## src/rtl/pwm_phase_pkg.sv

```systemverilog
package pwm_phase_pkg;
  localparam int REG_W      = 32;
  localparam int ACC_W_DEF  = 16;
  localparam int THR_W_DEF  = 8;
  localparam int EN_POS     = 31;
  localparam int REQ_POS    = 30;
  localparam logic [31:0] INC_MAX_DEF = 32'h0000_8002;

  // Increment acceptance test, done on zero-extended values.
  function automatic logic inc_acceptable(input logic [31:0] inc, input logic [31:0] max_inc);
    return inc <= max_inc;
  endfunction

  // Output level for one accumulator phase against the inverted threshold.
  function automatic logic level_for(input logic [31:0] phase_top, input logic [31:0] thr);
    return phase_top >= thr;
  endfunction
endpackage

```

## src/rtl/pwm_ctrl_reg.sv

```systemverilog
module pwm_ctrl_reg
  import pwm_phase_pkg::*;
#(
  parameter int ACC_W = ACC_W_DEF,
  parameter int THR_W = THR_W_DEF
) (
  input  logic              clk,
  input  logic              rst_n,
  input  logic              wr_en,
  input  logic [REG_W-1:0]  wr_data,
  input  logic              xfer,
  output logic              run_en,
  output logic              req_pend,
  output logic [ACC_W-1:0]  sh_inc,
  output logic [THR_W-1:0]  sh_thr,
  output logic [REG_W-1:0]  rd_data
);
  localparam int INC_LSB = THR_W;
  localparam int PAD_W   = REG_W - 2 - ACC_W - THR_W;

  logic unused_pad_bits;
  assign unused_pad_bits = ^wr_data[INC_LSB+ACC_W +: PAD_W];

  always_ff @(posedge clk or negedge rst_n) begin
    if (!rst_n) begin
      run_en   <= 1'b0;
      req_pend <= 1'b0;
      sh_inc   <= '0;
      sh_thr   <= '0;
    end else begin
      if (wr_en) begin
        run_en <= wr_data[EN_POS];
        sh_inc <= wr_data[INC_LSB +: ACC_W];
        sh_thr <= wr_data[0 +: THR_W];
      end
      // A new request wins over a transfer in the same cycle.
      if (wr_en && wr_data[REQ_POS])
        req_pend <= 1'b1;
      else if (xfer)
        req_pend <= 1'b0;
    end
  end

  assign rd_data = {run_en, req_pend, {PAD_W{1'b0}}, sh_inc, sh_thr};
endmodule

```

## src/rtl/pwm_active_set.sv

```systemverilog
module pwm_active_set
  import pwm_phase_pkg::*;
#(
  parameter int          ACC_W   = ACC_W_DEF,
  parameter int          THR_W   = THR_W_DEF,
  parameter logic [31:0] INC_MAX = INC_MAX_DEF
) (
  input  logic             clk,
  input  logic             rst_n,
  input  logic             xfer,
  input  logic [ACC_W-1:0] sh_inc,
  input  logic [THR_W-1:0] sh_thr,
  output logic             accept,
  output logic [ACC_W-1:0] act_inc,
  output logic [THR_W-1:0] act_thr
);
  assign accept = xfer && inc_acceptable(32'(sh_inc), INC_MAX);

  always_ff @(posedge clk or negedge rst_n) begin
    if (!rst_n) begin
      act_inc <= '0;
      act_thr <= '0;
    end else if (accept) begin
      act_inc <= sh_inc;
      act_thr <= sh_thr;
    end
  end
endmodule

```

## src/rtl/pwm_phase_acc.sv

```systemverilog
module pwm_phase_acc #(
  parameter int ACC_W = 16
) (
  input  logic             clk,
  input  logic             rst_n,
  input  logic             run_en,
  input  logic [ACC_W-1:0] inc,
  output logic [ACC_W-1:0] phase,
  output logic             wrap
);
  logic [ACC_W:0] sum_ext;

  assign sum_ext = {1'b0, phase} + {1'b0, inc};
  assign wrap    = run_en && sum_ext[ACC_W];

  always_ff @(posedge clk or negedge rst_n) begin
    if (!rst_n)
      phase <= '0;
    else if (!run_en)
      phase <= '0;
    else
      phase <= sum_ext[ACC_W-1:0];
  end
endmodule

```

## src/rtl/pwm_phase_gen.sv

```systemverilog
module pwm_phase_gen
  import pwm_phase_pkg::*;
#(
  parameter int          ACC_W   = ACC_W_DEF,
  parameter int          THR_W   = THR_W_DEF,
  parameter logic [31:0] INC_MAX = INC_MAX_DEF
) (
  input  logic        clk,
  input  logic        rst_n,
  input  logic        wr_en,
  input  logic [31:0] wr_data,
  output logic [31:0] rd_data,
  output logic        pwm_out
);
  logic             run_en, req_pend, accept, wrap;
  logic             advancing, boundary, xfer;
  logic [ACC_W-1:0] sh_inc, act_inc, phase;
  logic [THR_W-1:0] sh_thr, act_thr;

  pwm_ctrl_reg #(.ACC_W(ACC_W), .THR_W(THR_W)) u_reg (
    .clk(clk), .rst_n(rst_n), .wr_en(wr_en), .wr_data(wr_data), .xfer(xfer),
    .run_en(run_en), .req_pend(req_pend), .sh_inc(sh_inc), .sh_thr(sh_thr),
    .rd_data(rd_data)
  );

  pwm_active_set #(.ACC_W(ACC_W), .THR_W(THR_W), .INC_MAX(INC_MAX)) u_act (
    .clk(clk), .rst_n(rst_n), .xfer(xfer), .sh_inc(sh_inc), .sh_thr(sh_thr),
    .accept(accept), .act_inc(act_inc), .act_thr(act_thr)
  );

  pwm_phase_acc #(.ACC_W(ACC_W)) u_acc (
    .clk(clk), .rst_n(rst_n), .run_en(run_en), .inc(act_inc),
    .phase(phase), .wrap(wrap)
  );

  // A period boundary is a wrap; a stalled accumulator is always at one.
  assign advancing = run_en && (act_inc != '0);
  assign boundary  = wrap || !advancing;
  assign xfer      = req_pend && boundary;

  assign pwm_out = run_en && level_for(32'(phase[ACC_W-1 -: THR_W]), 32'(act_thr));
endmodule

```

## config.mk

```make
export PLATFORM = sky130hd
export DESIGN_NAME = pwm_phase_gen
export DESIGN_NICKNAME = d
export VERILOG_FILES = /design/src/rtl/pwm_phase_pkg.sv /design/src/rtl/pwm_ctrl_reg.sv /design/src/rtl/pwm_active_set.sv /design/src/rtl/pwm_phase_acc.sv /design/src/rtl/pwm_phase_gen.sv
export SDC_FILE = /design/constraint.sdc
export NUM_CORES = 1
export LEC_CHECK = 0
export ABC_AREA = 1
export CORE_ASPECT_RATIO = 0.6
export CORE_MARGIN = 2
export CORE_UTILIZATION = 48
export CTS_CLUSTER_SIZE = 28
export DETAILED_ROUTE_END_ITERATION = 6
export HOLD_SLACK_MARGIN = 0.15
export PLACE_DENSITY = 0.82
export SKIP_LAST_GASP = 1
export SYNTH_ARGS = -nofsm -noshare
export SYNTH_HDL_FRONTEND = slang
export SYNTH_SLANG_ARGS = --single-unit
```

## constraint.sdc

```tcl
create_clock -name clk -period 1.9 [get_ports clk]
set_clock_uncertainty 0.15 [all_clocks]
set_input_delay 0.57 -clock clk [delete_from_list [all_inputs] [get_ports clk]]
set_output_delay 0.57 -clock clk [all_outputs]
set_load 0.01 [all_outputs]
```

==> out/metrics.yaml <==
min_period_ns: 2.32
layout_setup_ws_ns: -0.423
die_w_um: 117
post_synthesis_instance_area_mm2: 0.00367
overflow: 0
crit_path_start_kind: "flip-flop"
final_layout_size_suffix_gt1_share_pct: 22.6
clock_path_buffers: 2
maximum_number_of_pins_on_one_net_before_global_route_repair: 67
post-layout-total-power_mw: 8.16
violations: "negative setup slack"
cts_num_sinks: 66
placementRows: 24
internal_power_mw: 4.83
power.share.combinational_pct: 52.5
timing.critical_path.to_type: "output pin"
kind_of_path_behind_the_tightest_hold_check: "reg2reg"
post_synth_and_or_nand_nor_area_fraction_pct: 30.1
place.detailed.hpwl_um: 6930
inserted_clock_buffers: 9
place_inst: 680
number_of_vias_in_the_routed_layout: 3536
cp.arrival_ns: 1.60
synth_compound_area_share_pct: 6.65
swShare_pct: 40.8
power.density_mw_per_mm2: 1550
timing.critical_path.cells: "inv_2 > ha_4 > a21oi_2 > o21a_1 > nand3_1 > nand2_1 > inv_1 > buf_2"
route.detailed.drc: 0
slowest_stage: "dfrtp_1"
largest_delay_share_family_worst_path: "flip-flops"
die_area_mm2: 0.00839
grt_use_total_pct: 26.2
post_synth_fa_ha_maj_area_fraction_pct: 8.73
worstPathRequired_ns: 1.18
synth_top_family_by_area: "simple AND/OR/NAND/NOR gates"
path_clk_slew_ns: 0.06
setup_repair_after_global_routing_missed_its_margin: "yes"
finalHoldViolCount: 0
grt_first_pass_wirelength_um: 16600
die_height_um: 71.7
antenna_found_initial: 0
power.clock.fraction_pct: 19.7
slowest_delay_ns: 0.39
run_status: "finished, violations left"
yosysTopAreaCell: "dfrtp_1"
ys_ff_latch: 66
initial_core_util_pct: 50.1
route.detailed.vias_per_inst: 5.00
antenna_cells: 0
wire_per_inst_um: 15.0
syn_area_per_cell_um2: 7.49
cts_root_buf: "clkbuf_16"
total_of_max_cap_violations: 0
design.core.area_mm2: 0.00733
portBuffers: 55
power.leakage_nw: 2.80
ws_path_type: "reg2out"
cts-htree-levels: 3
synth_mux_area_share_pct: 0
report.final.slew_viol_count: 0
synth.yosys.seq_area_share_pct: 45.0
grt_pass1_vias: 3451
synth.yosys.warnings: 0
seq_power_share_pct: 27.9
detailedRoute.firstIterationViolations: 257
yosys.area_share.xor_xnor_pct: 0.239
final_util_pct: 71.9
nNetsFinal: 658
postRouteAntennaNets: 0
post_layout_nonfiller_instances: 707
timing.final.crit_share_pct: 122
wl_um: 10600
gp_congestion: 0.989
tritoncts: "yes"
final_area_mm2: 0.00527
crit_path_max_fanout: 2
vdd_ir_drop_max_mv: 0.584
ys_top_cells_by_area: "dfrtp_1, nand2_1, ha_1, inv_1, nand3_1"
number_of_buffer_and_inverter_stages_on_the_critical_path: 3
setup_viol_count_final: 31
clkLatencyLatePin_ns: 0.34
max_freq_ghz: 0.431
pre_cts_slack_ns: -0.542
postSynthCellCount: 490
synth_top_area_share_pct: 45.0
synth_cell_types: 27
layout-area-overhead-vs-synth_pct: 43.5
firstDrtPassIters: 5
place_area_mm2: 0.00462
switchingPower_mw: 3.33
num_io_pins: 68
## worst paths after layout
kind / start / endpoint / slack, ns / cells after the start
max: u_act.act_thr[7] / pwm_out / -0.42 / 8
min reg2reg: u_act.act_thr[3] / u_act.act_thr[3] / 0.33 / 2
min in group asynchronous: rst_n / u_acc.phase[6] / 0.62 / 3
min: u_act.act_thr[3] / u_act.act_thr[3] / 0.33 / 2
max in group asynchronous: rst_n / u_reg.run_en / 0.67 / 3
max reg2reg: u_acc.phase[9] / u_act.act_thr[2] / -0.26 / 12
## repair_timing
item / in CTS / in global routing
resized for setup: 54 / 45
setup endpoints to repair: 60 / 35
pin swaps: 13 / 14
endpoints found under the hold margin: 66 / 0
hold buffers: 1 / 0
setup buffers: 3 / 7
## power groups by stage
stage	Clock [mW]	Combinational, mW	Sequential [mW]
finish	1.61	4.28	2.27
global route	1.68	4.70	2.31
CTS	1.61	3.63	2.20
detailed placement	0	3.32	2.19
global placement	0	3.19	2.17
floorplan	0	1.95	2.12
## routing by layer
| metal | vias up | share of wire (%) | global-route usage [%] |
|---|---|---|---|
| li1 | 1738 | - | - |
| met1 | 1664 | 46 | 36.6 |
| met2 | 117 | 46 | 40.5 |
| met3 | 17 | 6.5 | 5.92 |
| met4 | 0 | 1.3 | 9.67 |
| met5 | - | 0 | 0 |
## cell families (layout without fill, tap and decap cells)
family	count (synthesis)	after routing
buffers and inverters	77	185
AOI/OAI and AO/OA	46	46
other	1	6
DFF	66	66
and+or+nand+nor	274	274
xor gates and xnor gates	1	1
adders and majority gates	25	25
## tightest hold or removal path, delay by kind of cell, from the launching register on
| family | cells | cell delay, ns |
|---|---|---|
| flip-flops | 1 | 0.34 |
| AND/OR/NAND/NOR | 2 | 0.11 |
## registers in the layout (all words and copies together) (netlist names)
register / count
u_reg.sh_thr: 8
u_act.act_thr: 8
u_reg.req_pend: 1
u_act.act_inc: 16
u_acc.phase: 16
u_reg.run_en: 1
u_reg.sh_inc: 16
## metrics by stage
stage	hold slack, ns	setup TNS [ns]
after floorplan	0.124	0
after global placement	0.308	-4.22
after detailed placement	0.310	-5.12
after CTS	0.324	-3.62
after global routing	0.361	-9.15
final	0.329	-6.14
## layout make-up
class / instances / area (µm²)
Timing Repair Buffer: 112 / 975
Sequential cell: 66 / 1650
Inverter: 57 / 214
Clock buffer: 12 / 256
Multi-Input combinational cell: 352 / 2000
Tap cell: 104 / 130
Fill cell: 541 / 2060
Clock inverter: 4 / 33.8
## synth_stat cells
master	count
nor2_1	39
dfrtp_1	66
buf_6	2
inv_1	55
buf_2	4
nand2_4	1
nand2_2	1
nor2_2	1
conb_1	1
o21a_1	1
nor3_1	1
ha_1	24
inv_2	1
and2_1	1
nand4_1	2
nand3b_1	2
buf_4	8
clkbuf_1	6
nand2_1	190
clkinv_1	1
a21oi_4	1
a21oi_1	24
or2_2	1
xnor2_1	1
o21ai_0	20
fa_1	1
nand3_1	35
## cells in the final DEF (no fill, tap or decap), types with 3 or more instances in the layout
cell type,instances
ha_1,11
inv_1,51
nand2_2,14
inv_2,5
o21ai_0,16
o21ai_1,3
nor2_1,31
clkbuf_16,9
nand2_4,6
nand2_1,171
conb_1,6
clkdlybuf4s50_1,27
a21oi_1,17
nand3_1,34
buf_6,3
ha_4,11
nor2_2,8
buf_4,51
dlygate4sd2_1,26
a21oi_2,6
dfrtp_1,64
No activity file was read; power rests on OpenSTA's default activity.
